==> config.mk <==
export PLATFORM = sky130hd
export DESIGN_NAME = hpc_ctrl
export DESIGN_NICKNAME = d
export VERILOG_FILES = /design/src/rtl/hpc_pkg.sv /design/src/rtl/hpc_prof.sv /design/src/rtl/hpc_way_state.sv /design/src/rtl/hpc_decide.sv /design/src/rtl/hpc_ctrl.sv
export SDC_FILE = /design/constraint.sdc
export NUM_CORES = 1
export LEC_CHECK = 0
export ABC_AREA = 1
export BUFFER_PORTS_ARGS = -buffer_cell sky130_fd_sc_hd__buf_2
export CAP_MARGIN = 20
export CORE_MARGIN = 1
export CORE_UTILIZATION = 30
export DETAILED_ROUTE_END_ITERATION = 8
export REMOVE_ABC_BUFFERS = 1
export SLEW_MARGIN = 20
export SYNTH_ARGS = -nofsm -noshare
export SYNTH_HDL_FRONTEND = slang
export SYNTH_SLANG_ARGS = --single-unit
==> constraint.sdc <==
create_clock -name clk -period 12.5 [get_ports clk]
set_input_delay 2.5 -clock clk [delete_from_list [all_inputs] [get_ports clk]]
set_output_delay 2.5 -clock clk [all_outputs]
set_load 0.02 [all_outputs]
==> src/rtl/hpc_pkg.sv <==
package hpc_pkg;

  // Decision taken for the access presented this cycle.
  typedef enum logic [3:0] {
    ACT_IDLE,
    ACT_FILL_SRAM,
    ACT_FILL_SAFE,
    ACT_FILL_NVM,
    ACT_PROF_TOUCH,
    ACT_PROF_REPLACE,
    ACT_RD_BUMP,
    ACT_RD_PROMOTE,
    ACT_WR_BUMP,
    ACT_WR_TO_SRAM,
    ACT_WR_SRAM_HIT
  } act_e;

endpackage

==> src/rtl/hpc_prof.sv <==
module hpc_prof #(
  parameter int ADDR_W = 16,
  parameter int DEPTH  = 8
) (
  input  logic              clk,
  input  logic              rst_n,
  input  logic [ADDR_W-1:0] look_addr,
  input  logic              touch_en,
  input  logic              ins_en,
  output logic              hit,
  output logic              full
);

  localparam int IDX_W = $clog2(DEPTH);
  localparam int OCC_W = $clog2(DEPTH + 1);

  logic [ADDR_W-1:0] tag_q [DEPTH];
  logic [IDX_W-1:0]  age_q [DEPTH];
  logic [DEPTH-1:0]  vld_q;

  logic [IDX_W-1:0]  hit_idx;
  logic [IDX_W-1:0]  victim_idx;
  logic [IDX_W-1:0]  tgt_idx;
  logic [OCC_W-1:0]  occ;
  logic [OCC_W-1:0]  ref_age;
  logic              upd;

  function automatic logic [OCC_W-1:0] pop_count(input logic [DEPTH-1:0] v);
    logic [OCC_W-1:0] n;
    n = '0;
    for (int i = 0; i < DEPTH; i++) n = n + OCC_W'(v[i]);
    return n;
  endfunction

  always_comb begin
    logic found;
    found   = 1'b0;
    hit_idx = '0;
    for (int i = 0; i < DEPTH; i++) begin
      if (!found && vld_q[i] && tag_q[i] == look_addr) begin
        found   = 1'b1;
        hit_idx = IDX_W'(i);
      end
    end
    hit = found;
  end

  assign occ  = pop_count(vld_q);
  assign full = &vld_q;

  // Oldest entry when full, otherwise the first empty slot.
  always_comb begin
    logic found;
    found      = 1'b0;
    victim_idx = '0;
    for (int i = 0; i < DEPTH; i++) begin
      if (!found && (full ? (age_q[i] == IDX_W'(DEPTH - 1)) : !vld_q[i])) begin
        found      = 1'b1;
        victim_idx = IDX_W'(i);
      end
    end
  end

  assign upd     = touch_en | ins_en;
  assign tgt_idx = touch_en ? hit_idx : victim_idx;
  assign ref_age = touch_en ? OCC_W'(age_q[hit_idx])
                 : (full ? OCC_W'(DEPTH - 1) : occ);

  always_ff @(posedge clk) begin
    if (!rst_n) begin
      vld_q <= '0;
      for (int i = 0; i < DEPTH; i++) begin
        age_q[i] <= '0;
        tag_q[i] <= '0;
      end
    end else if (upd) begin
      for (int i = 0; i < DEPTH; i++) begin
        if (tgt_idx == IDX_W'(i)) begin
          age_q[i] <= '0;
          vld_q[i] <= 1'b1;
          if (ins_en) tag_q[i] <= look_addr;
        end else if (vld_q[i] && OCC_W'(age_q[i]) < ref_age) begin
          age_q[i] <= age_q[i] + 1'b1;
        end
      end
    end
  end

endmodule

==> src/rtl/hpc_way_state.sv <==
module hpc_way_state #(
  parameter int WAYS      = 8,
  parameter int SRAM_WAYS = 2,
  parameter int CNT_W     = 4,
  localparam int WAY_W    = $clog2(WAYS)
) (
  input  logic                  clk,
  input  logic                  rst_n,
  input  logic                  flag_ld,
  input  logic [WAYS-1:0]       flag_in,
  input  logic                  rc_bump,
  input  logic                  wc_bump,
  input  logic [WAY_W-1:0]      bump_way,
  input  logic                  clr_a,
  input  logic [WAY_W-1:0]      clr_a_way,
  input  logic                  clr_b,
  input  logic [WAY_W-1:0]      clr_b_way,
  input  logic                  fill_set,
  output logic [WAYS*CNT_W-1:0] rc_flat,
  output logic [WAYS*CNT_W-1:0] wc_flat,
  output logic [WAYS-1:0]       vld,
  output logic [WAYS-1:0]       flag
);

  function automatic logic [CNT_W-1:0] sat_inc(input logic [CNT_W-1:0] c);
    return (&c) ? c : c + 1'b1;
  endfunction

  for (genvar g = 0; g < WAYS; g++) begin : g_way
    localparam bit IS_NVM = (g >= SRAM_WAYS);
    logic [CNT_W-1:0] rc_r;
    logic [CNT_W-1:0] wc_r;
    logic             vld_r;
    logic             flag_r;
    logic             sel_a;
    logic             sel_b;
    logic             sel_bump;

    assign sel_a    = clr_a && clr_a_way == WAY_W'(g);
    assign sel_b    = clr_b && clr_b_way == WAY_W'(g);
    assign sel_bump = bump_way == WAY_W'(g);

    always_ff @(posedge clk) begin
      if (!rst_n) begin
        rc_r   <= '0;
        wc_r   <= '0;
        vld_r  <= 1'b0;
        flag_r <= 1'b0;
      end else begin
        if (flag_ld) flag_r <= flag_in[g] & IS_NVM;
        if (sel_a || sel_b) begin
          rc_r <= '0;
          wc_r <= '0;
        end else begin
          if (rc_bump && sel_bump) rc_r <= sat_inc(rc_r);
          if (wc_bump && sel_bump && IS_NVM) wc_r <= sat_inc(wc_r);
        end
        if (fill_set && sel_a) vld_r <= 1'b1;
      end
    end

    assign rc_flat[g*CNT_W +: CNT_W] = rc_r;
    assign wc_flat[g*CNT_W +: CNT_W] = wc_r;
    assign vld[g]                    = vld_r;
    assign flag[g]                   = flag_r;
  end

endmodule

==> src/rtl/hpc_decide.sv <==
module hpc_decide
  import hpc_pkg::*;
#(
  parameter int WAYS      = 8,
  parameter int SRAM_WAYS = 2,
  parameter int CNT_W     = 4,
  localparam int WAY_W    = $clog2(WAYS)
) (
  input  logic                  go,
  input  logic                  is_hit,
  input  logic                  is_wr,
  input  logic [WAY_W-1:0]      way,
  input  logic [WAYS*WAY_W-1:0] rank_flat,
  input  logic [WAYS*CNT_W-1:0] rc_flat,
  input  logic [WAYS*CNT_W-1:0] wc_flat,
  input  logic [WAYS-1:0]       flags,
  input  logic [CNT_W-1:0]      rd_limit,
  input  logic [CNT_W-1:0]      wr_limit,
  input  logic                  prof_hit,
  input  logic                  prof_full,
  output logic                  fill_vld,
  output logic [WAY_W-1:0]      fill_way,
  output logic                  mig_vld,
  output logic [WAY_W-1:0]      mig_src,
  output logic [WAY_W-1:0]      mig_dst,
  output logic                  rc_bump,
  output logic                  wc_bump,
  output logic                  prof_touch,
  output logic                  prof_ins,
  output logic                  ev_promote,
  output logic                  ev_partner,
  output act_e                  act
);

  localparam logic [WAYS-1:0] SRAM_MASK = WAYS'((1 << SRAM_WAYS) - 1);
  localparam logic [WAYS-1:0] NVM_MASK  = ~SRAM_MASK;

  // Oldest way in a mask: {found, way}.
  function automatic logic [WAY_W:0] pick_oldest(input logic [WAYS-1:0] m,
                                                 input logic [WAYS*WAY_W-1:0] r);
    logic             found;
    logic [WAY_W-1:0] w;
    logic [WAY_W-1:0] best;
    found = 1'b0;
    w     = '0;
    best  = '0;
    for (int i = 0; i < WAYS; i++) begin
      if (m[i] && (!found || r[i*WAY_W +: WAY_W] > best)) begin
        found = 1'b1;
        w     = WAY_W'(i);
        best  = r[i*WAY_W +: WAY_W];
      end
    end
    return {found, w};
  endfunction

  logic [WAYS-1:0]  below_rd;
  logic [WAYS-1:0]  safe_mask;
  logic [WAYS-1:0]  partner_mask;
  logic [WAY_W:0]   sram_pick;
  logic [WAY_W:0]   nvm_pick;
  logic [WAY_W:0]   safe_pick;
  logic [WAY_W:0]   partner_pick;
  logic [CNT_W-1:0] hit_rc;
  logic [CNT_W-1:0] hit_wc;
  logic             hit_nvm;
  logic             hit_flag;

  always_comb begin
    for (int i = 0; i < WAYS; i++) begin
      below_rd[i] = rc_flat[i*CNT_W +: CNT_W] < rd_limit;
    end
  end

  assign safe_mask    = NVM_MASK & ~flags;
  assign partner_mask = safe_mask & below_rd;
  assign sram_pick    = pick_oldest(SRAM_MASK, rank_flat);
  assign nvm_pick     = pick_oldest(NVM_MASK, rank_flat);
  assign safe_pick    = pick_oldest(safe_mask, rank_flat);
  assign partner_pick = pick_oldest(partner_mask, rank_flat);

  assign hit_rc   = rc_flat[way*CNT_W +: CNT_W];
  assign hit_wc   = wc_flat[way*CNT_W +: CNT_W];
  assign hit_nvm  = NVM_MASK[way];
  assign hit_flag = flags[way];
  assign ev_partner = partner_pick[WAY_W];

  always_comb begin
    fill_vld   = 1'b0;
    fill_way   = '0;
    mig_vld    = 1'b0;
    mig_src    = '0;
    mig_dst    = '0;
    rc_bump    = 1'b0;
    wc_bump    = 1'b0;
    prof_touch = 1'b0;
    prof_ins   = 1'b0;
    ev_promote = 1'b0;
    act        = ACT_IDLE;
    if (go) begin
      if (!is_hit) begin
        fill_vld = 1'b1;
        if (is_wr) begin
          fill_way = sram_pick[WAY_W-1:0];
          act      = ACT_FILL_SRAM;
        end else if (prof_hit && safe_pick[WAY_W]) begin
          fill_way = safe_pick[WAY_W-1:0];
          act      = ACT_FILL_SAFE;
        end else begin
          fill_way = nvm_pick[WAY_W-1:0];
          act      = ACT_FILL_NVM;
        end
      end else if (!is_wr) begin
        if (prof_hit) begin
          prof_touch = 1'b1;
          act        = ACT_PROF_TOUCH;
        end else if (prof_full) begin
          prof_ins = 1'b1;
          act      = ACT_PROF_REPLACE;
        end else if (hit_rc < rd_limit) begin
          rc_bump = 1'b1;
          act     = ACT_RD_BUMP;
        end else begin
          prof_ins   = 1'b1;
          ev_promote = 1'b1;
          act        = ACT_RD_PROMOTE;
          if (hit_nvm && hit_flag && partner_pick[WAY_W]) begin
            mig_vld = 1'b1;
            mig_src = way;
            mig_dst = partner_pick[WAY_W-1:0];
          end
        end
      end else begin
        if (!hit_nvm) begin
          act = ACT_WR_SRAM_HIT;
        end else if (hit_wc < wr_limit) begin
          wc_bump = 1'b1;
          act     = ACT_WR_BUMP;
        end else begin
          mig_vld = 1'b1;
          mig_src = way;
          mig_dst = sram_pick[WAY_W-1:0];
          act     = ACT_WR_TO_SRAM;
        end
      end
    end
  end

endmodule

==> src/rtl/hpc_ctrl.sv <==
module hpc_ctrl
  import hpc_pkg::*;
#(
  parameter int WAYS       = 8,
  parameter int SRAM_WAYS  = 2,
  parameter int CNT_W      = 4,
  parameter int ADDR_W     = 16,
  parameter int PROF_DEPTH = 8,
  localparam int WAY_W     = $clog2(WAYS)
) (
  input  logic                  clk,
  input  logic                  rst_n,
  input  logic [CNT_W-1:0]      cfg_rd_limit,
  input  logic [CNT_W-1:0]      cfg_wr_limit,
  input  logic                  var_load,
  input  logic [WAYS-1:0]       var_flags,
  input  logic                  acc_valid,
  input  logic                  acc_hit,
  input  logic                  acc_write,
  input  logic [WAY_W-1:0]      acc_way,
  input  logic [ADDR_W-1:0]     acc_addr,
  input  logic [WAYS*WAY_W-1:0] lru_rank,
  output logic                  fill_vld,
  output logic [WAY_W-1:0]      fill_way,
  output logic                  mig_vld,
  output logic [WAY_W-1:0]      mig_src,
  output logic [WAY_W-1:0]      mig_dst,
  output logic                  prof_hit,
  output logic [WAYS*CNT_W-1:0] rd_cnt,
  output logic [WAYS*CNT_W-1:0] wr_cnt,
  output logic [WAYS-1:0]       way_vld
);

  // Named internal events.
  logic       go;
  logic       look_hit;
  logic       look_full;
  logic       rc_bump;
  logic       wc_bump;
  logic       prof_touch;
  logic       prof_ins;
  logic       ev_promote;
  logic       ev_partner;
  logic [WAYS-1:0] flags;
  act_e       act;

  assign go       = acc_valid & rst_n;
  assign prof_hit = go & look_hit;

  hpc_prof #(
    .ADDR_W (ADDR_W),
    .DEPTH  (PROF_DEPTH)
  ) prof_i (
    .clk       (clk),
    .rst_n     (rst_n),
    .look_addr (acc_addr),
    .touch_en  (prof_touch),
    .ins_en    (prof_ins),
    .hit       (look_hit),
    .full      (look_full)
  );

  hpc_decide #(
    .WAYS      (WAYS),
    .SRAM_WAYS (SRAM_WAYS),
    .CNT_W     (CNT_W)
  ) decide_i (
    .go         (go),
    .is_hit     (acc_hit),
    .is_wr      (acc_write),
    .way        (acc_way),
    .rank_flat  (lru_rank),
    .rc_flat    (rd_cnt),
    .wc_flat    (wr_cnt),
    .flags      (flags),
    .rd_limit   (cfg_rd_limit),
    .wr_limit   (cfg_wr_limit),
    .prof_hit   (look_hit),
    .prof_full  (look_full),
    .fill_vld   (fill_vld),
    .fill_way   (fill_way),
    .mig_vld    (mig_vld),
    .mig_src    (mig_src),
    .mig_dst    (mig_dst),
    .rc_bump    (rc_bump),
    .wc_bump    (wc_bump),
    .prof_touch (prof_touch),
    .prof_ins   (prof_ins),
    .ev_promote (ev_promote),
    .ev_partner (ev_partner),
    .act        (act)
  );

  hpc_way_state #(
    .WAYS      (WAYS),
    .SRAM_WAYS (SRAM_WAYS),
    .CNT_W     (CNT_W)
  ) state_i (
    .clk       (clk),
    .rst_n     (rst_n),
    .flag_ld   (var_load),
    .flag_in   (var_flags),
    .rc_bump   (rc_bump),
    .wc_bump   (wc_bump),
    .bump_way  (acc_way),
    .clr_a     (fill_vld | mig_vld),
    .clr_a_way (fill_vld ? fill_way : mig_src),
    .clr_b     (mig_vld),
    .clr_b_way (mig_dst),
    .fill_set  (fill_vld),
    .rc_flat   (rd_cnt),
    .wc_flat   (wr_cnt),
    .vld       (way_vld),
    .flag      (flags)
  );

endmodule

Word-level counts from Yosys, hierarchy flattened
Memories as Yosys holds them, arrays and structs flattened. Index checks and enable logic that the tools add are counted.

$add $sub $neg: 29. $lt $le $gt $ge: 37. Eq/ne operators: 44. Shift operators: 2. Mux-type cells: 277. Bitwise logic cells: 45. Reductions and logical operators: 186.

Operators with widths (number): $mux W3 (78); $mux W1 (182); $eq A16 B16 Y1 (8); $mux W16 (8); $logic_and A1 B1 Y1 (83); $eq A3 B3 Y1 const B (24); $shiftx A32 B6 Y4 (2); $add A4 B1 Y4 const B (14); $reduce_and A4 Y1 (14); $gt A3 B3 Y1 (18); $reduce_and A2 Y1 (22); $lt A4 B4 Y1 (10); $logic_not A1 Y1 (34); $lt A3 B4 Y1 (8); $or A1 B1 Y1 (26); $add A3 B1 Y3 const B (8); $add A4 B1 Y4 (6); $eq A3 B2 Y1 const B (8); $logic_or A1 B1 Y1 (20); $reduce_or A2 Y1 (8); $not A1 Y1 (15); $eq A3 B1 Y1 const B (4); $logic_not A3 Y1 (4); $mux W2 (6); 8 further kinds (10).

Register bits after elaboration: 78. RAM bits: 152. ROM bits: 8. Input port bits: 65. Output and inout bits: 84. Logic and storage cells: 659. Memories: 3.

Memories: prof_i.tag_q (depth 8, width 16, rd ports 8, clocked after memory_dff 0, wr ports 8, RTL line hpc_prof.sv:17) `logic [ADDR_W-1:0] tag_q [DEPTH];`; prof_i.age_q (depth 8, width 3, rd ports 9, clocked after memory_dff 0, wr ports 8, RTL line hpc_prof.sv:18) `logic [IDX_W-1:0] age_q [DEPTH];`; (name not given) (depth 8, width 1, rd ports 1, clocked after memory_dff 0, wr ports 0, RTL line hpc_decide.sv:84) `assign hit_nvm = NVM_MASK[way];`.

Logic depth before layout (Yosys ltp)
Gate-level depths: netlist of the first run. An unclocked memory read counts as a cell.

Depth after elaboration: 45. Depth in mapped cells: 54. Depth with buffers taken out: 53.

Hierarchy
Synthesis of the first run repeated with hierarchy kept, for this count alone.

Cell total of the unflattened synthesis: 2274. Area total of the unflattened synthesis: 16539.6 um2.

Modules (own cells, without submodules): hpc_prof (instances 1, cells an instance 1077, area each 9407.8 um2, sequential area each 4724.5 um2); hpc_way_state (instances 1, cells an instance 583, area each 3796.1 um2, sequential area each 1401.3 um2); hpc_decide (instances 1, cells an instance 599, area each 3276.9 um2, sequential area each 0.0 um2); hpc_ctrl (instances 1, cells an instance 15, area each 58.8 um2, sequential area each 0.0 um2).

Worst setup path after synthesis of the first run
Ideal clock, no wire load.

Kind: input -> output. From: input port cfg_rd_limit[1]. To: output port mig_dst[0]. Arrival: 8.297 ns. Required time: 10.000 ns. Path slack: 1.703 ns. Stages on the path: 47. Path buffers: 1. Cell sequence: inv_1 > ha_1 > o21ai_1 > nand2_1 > a21oi_1 > o21ai_1 > inv_1 > nand2_1 > ha_1 > nand2_1 > o21ai_0 > a21oi_1 > or2_2 > clkbuf_1 > o21ai_0 > ha_1 > a21oi_1 > o21ai_0 > [... 11 more ...] > o21ai_0 > ha_1 > nand2_1 > o21ai_0 > nand2_1 > o31ai_1 > nand3_1 > nand2_1 > o21ai_0 > ha_1 > nand2_1 > o21ai_0 > nand2_1 > nand2_1 > nand2_1 > nand3_1 > nand3_2 > inv_1.

Cells in the longest elaborated chain, start to end: 39. Elaborated cells on any way between the ends: 68. Classes of those cells: 16 x order compare; 29 x mux; 1 x bitwise; 22 x reduce/logical.

RTL lines: start: declaration (RTL line hpc_ctrl.sv:13) `input logic [CNT_W-1:0] cfg_rd_limit,`; $lt A4 B4 Y1 (RTL line hpc_decide.sv:71) `below_rd[i] = rc_flat[i*CNT_W +: CNT_W] < rd_limit;`; $and A8 B8 Y8 (RTL line hpc_decide.sv:76) `assign partner_mask = safe_mask & below_rd;`; $mux W3 or $mux W1 (tied branches) (RTL line hpc_decide.sv:48) `if (m[i] && (!found || r[i*WAY_W +: WAY_W] > best)) begin`; $gt A3 B3 Y1 or $logic_not A1 Y1 (tied branches) (RTL line hpc_decide.sv:48); $logic_or A1 B1 Y1 (RTL line hpc_decide.sv:48); $logic_and A1 B1 Y1 (RTL line hpc_decide.sv:48); $mux W3 or $mux W1 (tied branches) (RTL line hpc_decide.sv:48); $gt A3 B3 Y1 or $logic_not A1 Y1 (tied branches) (RTL line hpc_decide.sv:48); [... 23 more ...]; $logic_and A1 B1 Y1 (RTL line hpc_decide.sv:127) `if (hit_nvm && hit_flag && partner_pick[WAY_W]) begin`; $mux W3 (RTL line hpc_decide.sv:127); $mux W3 * (RTL line hpc_decide.sv:120) `end else if (hit_rc < rd_limit) begin`; $mux W3 * (RTL line hpc_decide.sv:117) `end else if (prof_full) begin`; $mux W3 * (RTL line hpc_decide.sv:114) `if (prof_hit) begin`; $mux W3 * (RTL line hpc_decide.sv:113) `end else if (!is_wr) begin`; $mux W3 * (RTL line hpc_decide.sv:101) `if (!is_hit) begin`; $mux W3 * (RTL line hpc_decide.sv:100) `if (go) begin`; end: declaration (RTL line hpc_ctrl.sv:27) `output logic [WAY_W-1:0] mig_dst,`.

Mark *: on every way between the ends. The rest lies on a longest branch, timed or not.

Final worst setup path of the first run
Same ends and word-level chain as after synthesis.

==> metrics.log, run 1 <==
[metrics] status: finished with violations
[metrics] failing checks: design-rule violations
[metrics] wire length per cell after detailed routing: 16.4 um
[metrics] starting density of the core: 0.305
[metrics] worst hold margin: between 400 and 500 ps
[metrics] ratio of final minimum period to clock period: 0.948
[metrics] total CTS buffers: 28
[metrics] sequential area share after synthesis: 0.381
[metrics] GRT overflow: 0
[metrics] clock latency of the later-clocked register in the worst-skew pair: 570 ps
[metrics] routed via count divided by cell count: 4.92
[metrics] Slew headroom: 0.321
[metrics] Data required, critical path: 10,000 ps
[metrics] vias in the first global route: 13,500
[metrics] leading post-synthesis cells by cell area: edfxtp_1, nand2_1, dfxtp_1
[metrics] total power consumption of the routed design: 2.08 mW
[metrics] synthesis-to-layout area growth: 12.4%
[metrics] detailed-route via count: 14,100
[metrics] Fin. Hold Viols: 0
[metrics] Critical-path top delay cell: or2_2
[metrics] final design utilization: 0.343
[metrics] non-filler cells, final: 2,868
[metrics] Std-Cell Rows: 84
[metrics] H-tree depth: 1
[metrics] Achievable Freq: between 80 and 90 MHz
[metrics] leakage power summed over all cells: between 8 and 9 nW
[metrics] TritonCTS clock tree: done
[metrics] Post-DRT Antenna Nets: 0
[metrics] number of design rule violations left after detail routing: 33
[metrics] worst hold path class: reg2reg
[metrics] total power density per cell area: 115 nW/um2
[metrics] routability cong.: 0.903
[metrics] final instance area: about 18,000 um2
[metrics] input/output buffers: 138
[metrics] hold buffer count at CTS: 0
[metrics] maxcap violations: 0
[metrics] global-route wire length before repair: 72,600 um
[metrics] type of destination of the critical path: output pin
[metrics] number of pins exceeding their max-slew limit in the final report: 0
[metrics] worst setup slack before clock tree synthesis: 586 ps
[metrics] setup total negative slack: 0 ps
[metrics] number of different library cells in the post-synthesis netlist: 67
[metrics] critical path startpoint category: primary input
[metrics] CTS Buffer Depth: 3
[metrics] critical path class: in2out
[metrics] ratio of cells with drive above 1 in the final layout: 0.157
[metrics] post-synthesis instance area: 16,100 um2
[metrics] total number of clock tree sinks: 230
[metrics] floorplan die area: 54,500 um2
[metrics] antenna violations before repair: 1
[metrics] kind of cell adding the most delay to the critical path: simple AND/OR/NAND/NOR gates
[metrics] core outline area: 52,800 um2
[metrics] synthesized instance count: a little over 2,000
[metrics] total global-route track usage: 0.170
[metrics] synthesized area per cell: between 7 and 8 um2
[metrics] iteration-0 DRC count of the detailed router: 1,093
[metrics] number of enable-type register cells in the synthesized netlist: 152
[metrics] arrival time at the worst endpoint: around 9400 ps
[metrics] net count reported at finish: 2,347
[metrics] final setup slack of the worst path: 648 ps
[metrics] Ys Warns: 0
[metrics] shortest period the worst path allows: 11,850 ps
[metrics] synthesized flop and latch total: between 200 and 250
[metrics] main flop type after synthesis: edfxtp_1
[metrics] total buffers and inverters traversed by the critical path: 5
[metrics] post-synthesis cell type with the largest combined area: edfxtp_1
[metrics] final wirelength: between 40,000 and 50,000 um
[metrics] IO Pins: 149
[metrics] post-synthesis async set-or-reset flop share: 0
[metrics] height of the die: 234 um
[metrics] worst voltage drop across the vdd grid: ~110 uV
[metrics] Post-Place Cells: 2,813
[metrics] most frequent CP cell: nand2_1
[metrics] highest cell delay on the worst timing path: 340 ps
[metrics] Layout Skew: 17.6 ps
[metrics] Yosys top cell area share: 0.284
[metrics] instance area after placement: ~17,000 um2
[metrics] top library cells by usage in the layout, fill and taps aside: nand2_1, nor2_1, inv_1
[metrics] DPL Wire Length: 35,200 um
[metrics] pin count of the biggest net entering global routing: 40
[metrics] most common cell after layout, fill and taps aside: nand2_1
[metrics] count of endpoints failing setup in the final report: 0
[metrics] biggest fanout along the worst timing path: 8
[metrics] root buffer selected by CTS: clkbuf_16
[metrics] Tightest Pin Transition: 1010 ps
[metrics] Detailed Routing Iterations Pass 1: 9
[metrics] clock edge transition at the registers on the reported setup and hold paths: 60 ps
[metrics] die extent in x: 234 um
-- cell usage after synthesis (23+ instances only) --
cell / number
nand4_1: 28
o21ai_1: 24
o21ai_0: 98
nor2_1: 280
inv_1: 260
nand2_1: 454
nor2_2: 48
dfxtp_1: 78
xor2_1: 61
nand3_1: 80
buf_4: 26
buf_6: 23
ha_1: 121
a21oi_1: 69
edfxtp_1: 152
-- final timing paths --
kind                                                            start                               endpoint  slack (ps)  cells after the start
worst max register to register  state_i.g_way[2].rc_r[1]$_SDFFE_PP0P_  state_i.g_way[7].wc_r[3]$_SDFFE_PP0P_        4980                     52
worst min-delay path              state_i.g_way[0].vld_r$_SDFFE_PN0P_    state_i.g_way[0].vld_r$_SDFFE_PN0P_         460                      2
worst max-delay path                                  cfg_rd_limit[1]                             mig_dst[0]         650                     50
worst min register to register    state_i.g_way[0].vld_r$_SDFFE_PN0P_    state_i.g_way[0].vld_r$_SDFFE_PN0P_         460                      2
-- per-layer routing --
layer	share of wire	global-route usage
met3	0.062	0.0182
met1	0.44	0.221
met2	0.47	0.290
met5	0	0
met4	0.027	0.0558
-- where the power goes --
group / total, mW / internal, mW / switching, mW / leakage (nW)
combinational: 0.437 / 0.150 / 0.287 / 5.72
clock: 0.792 / 0.454 / 0.339 / 0.432
sequential: 0.851 / 0.835 / 0.0159 / 2.18
-- cell type report --
class                      instances  area, um2
multi-input combinational       1459       8330
timing repair buffer             143        731
clock buffer                      33        719
inverter                         295       1140
clock inverter                    19        163
sequential                       230       6130
tap                              688        861
antenna                            1       2.50
fill                            5544      34700
-- sequential cells by signal, indices dropped and copies added, names as in the netlist --
name                  cells
prof_i.tag_q            128
prof_i.vld_q              8
prof_i.age_q             24
state_i.g_way.flag_r      6
state_i.g_way.rc_r       32
state_i.g_way.wc_r       24
state_i.g_way.vld_r       8
-- what timing repair did --
item / CTS / global route
endpoints found under the setup margin: 0 / 3
gates resized for setup: 0 / 7
hold endpoints to repair: 0 / 0
buffers inserted: 0 / 2
-- worst register-to-register path: cells and delay by family, from the launching register on --
family          cells  cell delay (ps)
compound gates     17             2110
fa+ha+maj           6             1900
buf+inv             2              160
flops               1              480
simple gates       27             2750
-- cells by family (layout without fill, tap and decap cells) --
logic type      after synthesis  after routing  synth area share
buf+inv                     361            490             0.103
other cells                   1              9          0.000233
simple gates                974            974             0.271
xor+xnor                     72             72            0.0392
mux                           7              7           0.00467
flops                       230            230             0.381
fa+ha+maj                   125            125            0.0991
compound gates              273            273             0.102
(Power assumes the default switching activity.)
==> inputs of run 2 (changes only) <==
--- a/config.mk
+++ b/config.mk
@@ -5,7 +5,6 @@
 export SDC_FILE = /design/constraint.sdc
 export NUM_CORES = 1
 export LEC_CHECK = 0
-export ABC_AREA = 1
 export BUFFER_PORTS_ARGS = -buffer_cell sky130_fd_sc_hd__buf_2
 export CAP_MARGIN = 20
 export CORE_MARGIN = 1
==> metrics.log, run 2 <==
[metrics] status: complete, no violations
[metrics] maxcap violations: 0
[metrics] final wirelength: 42,000 um
[metrics] ratio of cells with drive above 1 in the final layout: 0.190
[metrics] wire length per cell after detailed routing: 17.8 um
[metrics] ratio of final minimum period to clock period: 0.974
[metrics] TritonCTS clock tree: done
[metrics] cell depth of the worst hold path: 2
[metrics] clock edge transition at the registers on the reported setup and hold paths: approximately 60 ps
[metrics] detailed-route via count: 12,100
[metrics] highest cell delay on the worst timing path: 360 ps
[metrics] most common cell after layout, fill and taps aside: edfxtp_1
[metrics] final instance area: 17,800 um2
[metrics] Ys Warns: 0
[metrics] iteration-0 DRC count of the detailed router: 670
[metrics] leakage power summed over all cells: between 7 and 8 nW
[metrics] type of destination of the critical path: output pin
[metrics] Slew headroom: 0.312
[metrics] number of enable-type register cells in the synthesized netlist: 152
[metrics] critical path startpoint category: primary input
[metrics] hold buffer count at CTS: 0
[metrics] arrival time at the worst endpoint: 9680 ps
[metrics] Post-DRT Antenna Nets: 0
[metrics] pin count of the biggest net entering global routing: 42
[metrics] Detailed Routing Iterations Pass 1: 6
[metrics] number of different library cells in the post-synthesis netlist: 80
[metrics] largest registers: prof_i.tag_q: 128 flops, state_i.g_way.rc_r: 32 flops
[metrics] number of design rule violations left after detail routing: 0
[metrics] Post-Place Cells: 2,305
[metrics] setup total negative slack: 0 ps
[metrics] global-route wire length before repair: 66,100 um
[metrics] synthesized instance count: 1,530
[metrics] floorplan die area: 51,900 um2
[metrics] starting density of the core: 0.304
[metrics] synthesis-to-layout area growth: 16.6%
[metrics] worst voltage drop across the vdd grid: 66.2 uV
[metrics] total CTS buffers: 26
[metrics] final design utilization: 0.355
[metrics] core outline area: 50,300 um2
[metrics] top register by number of flip-flops: prof_i.tag_q
[metrics] synthesized area per cell: 10.0 um2
[metrics] Yosys top cell area share: 0.298
[metrics] Fin. Hold Viols: 0
[metrics] clock latency of the later-clocked register in the worst-skew pair: 560 ps
[metrics] DPL Wire Length: 31,000 um
[metrics] flip-flop count of the largest register, all copies and words added: 128
[metrics] height of the die: about 230 um
[metrics] biggest fanout along the worst timing path: 6
[metrics] Achievable Freq: between 80 and 90 MHz
[metrics] leading cell types by count after synthesis: edfxtp_1, nor2_1, and2_1
[metrics] Antenna Cells: 0
[metrics] leading post-synthesis cells by cell area: edfxtp_1, dfxtp_1, ha_1
[metrics] count of endpoints failing setup in the final report: 0
[metrics] IO Pins: 149
[metrics] Critical-path top delay cell: o311a_4
[metrics] non-filler cells, final: ~2,400
[metrics] Layout Skew: 21.5 ps
[metrics] total power density per cell area: 116 nW/um2
[metrics] synthesized flop and latch total: 230
[metrics] depth of the worst register-to-register path: 39
[metrics] critical path class: in2out
[metrics] total power consumption of the routed design: 2.07 mW
[metrics] Data required, critical path: 10,000 ps
[metrics] vias in the first global route: 11,900
[metrics] H-tree depth: 1
[metrics] Tightest Pin Transition: 1030 ps
[metrics] number of pins exceeding their max-slew limit in the final report: 0
[metrics] total number of clock tree sinks: 230
[metrics] top library cells by usage in the layout, fill and taps aside: edfxtp_1, nor2_1, buf_2
[metrics] post-synthesis cell type with the largest combined area: edfxtp_1
[metrics] input/output buffers: 138
[metrics] die extent in x: 228 um
[metrics] most repeated cell in the gate-level netlist after synthesis: edfxtp_1
[metrics] post-synthesis instance area: 15,300 um2
[metrics] net count reported at finish: 1,861
[metrics] antenna violations before repair: 1
[metrics] post-synthesis async set-or-reset flop share: 0
[metrics] instance area after placement: 16,700 um2
[metrics] GRT overflow: 0
[metrics] main flop type after synthesis: edfxtp_1
[metrics] routability cong.: 0.902
[metrics] shortest period the worst path allows: 12,180 ps
[metrics] routed via count divided by cell count: 5.10
[metrics] worst hold path class: reg2reg
[metrics] root buffer selected by CTS: clkbuf_16
[metrics] CTS Buffer Depth: 3
[metrics] total global-route track usage: 0.158
[metrics] Std-Cell Rows: 82
[metrics] sequential area share after synthesis: 0.400
run 2: cell types whose count changed after synthesis, moves of 26 or more:
| cell | before | now |
|---|---|---|
| inv_1 | 260 | 67 |
| o21ai_0 | 98 | 52 |
| nand2_1 | 454 | 73 |
| nor2_2 | 48 | 2 |
| nor2_1 | 280 | 146 |
| mux2i_1 | 3 | 29 |
| xnor2_1 | 11 | 62 |
| xor2_1 | 61 | 100 |
| nand3_1 | 80 | 28 |
| buf_2 | 6 | 34 |
| nor4_1 | 1 | 31 |
| and2_1 | 1 | 126 |
run 2: worst paths after layout:
path	start	to	slack, ps
min reg2reg	state_i.g_way[6].vld_r$_SDFFE_PN0P_	state_i.g_way[6].vld_r$_SDFFE_PN0P_	460
max reg2reg	state_i.g_way[2].flag_r$_SDFFE_PN0P_	state_i.g_way[5].wc_r[0]$_SDFFE_PP0P_	3920
min	state_i.g_way[6].vld_r$_SDFFE_PN0P_	state_i.g_way[6].vld_r$_SDFFE_PN0P_	460
max	cfg_rd_limit[1]	mig_dst[1]	320
run 2: power by group:
group	internal (mW)	switching (mW)
Clock	0.449	0.319
Combinational	0.205	0.245
Sequential	0.834	0.0165
Total	1.49	0.581
run 2: stage by stage:
| step | hold slack (ps) | worst slack, ps |
|---|---|---|
| 3_3_place_gp | 451 | -93.8 |
| 5_1_grt | 481 | -116 |
| 4_1_cts | 464 | 18.7 |
| 3_5_place_dp | 446 | -231 |
| 6_report | 464 | 324 |
| 2_1_floorplan | 511 | 152 |
run 2: cell families (layout without fill, tap and decap cells):
kind of cell               after synthesis  in the layout  share of synthesized area
adders and majority gates              125            125                      0.104
buffers and inverters                  144            297                     0.0423
DFF                                    230            230                      0.400
xor gates and xnor gates               162            162                     0.0927
and+or+nand+nor                        528            528                      0.180
other                                    1              8                   0.000245
AOI/OAI and AO/OA                      273            273                      0.124
muxes                                   67             67                     0.0565
run 2: critical path: cells and delay by family:
| kind | cells | cell delay, ps |
|---|---|---|
| compound gates | 22 | 3540 |
| fa+ha+maj | 6 | 1560 |
| buf+inv | 6 | 570 |
| mux | 2 | 570 |
| simple gates | 7 | 920 |
run 2: metal layers:
layer | GRT usage | vias up | wire length (um)
met5 | 0 | - | 0
met1 | 0.211 | 5877 | 19100
met4 | 0.0449 | 0 | 875
met2 | 0.266 | 314 | 19900
li1 | - | 5796 | -
met3 | 0.0223 | 68 | 2080
run 2: area by class of cell:
type / count / area (um2)
Inverter: 67 / 251
Timing Repair Buffer: 183 / 1040
Fill cell: 5081 / 32400
Sequential cell: 230 / 6130
Clock inverter: 13 / 136
Clock buffer: 34 / 721
Tap cell: 672 / 841
Multi-Input combinational cell: 1163 / 8740
run 2: what timing repair did:
action,CTS,global route
endpoints found under the setup margin,3,6
gates resized for setup,5,43
setup buffers,0,10
endpoints found under the hold margin,0,0
pin swaps,2,15
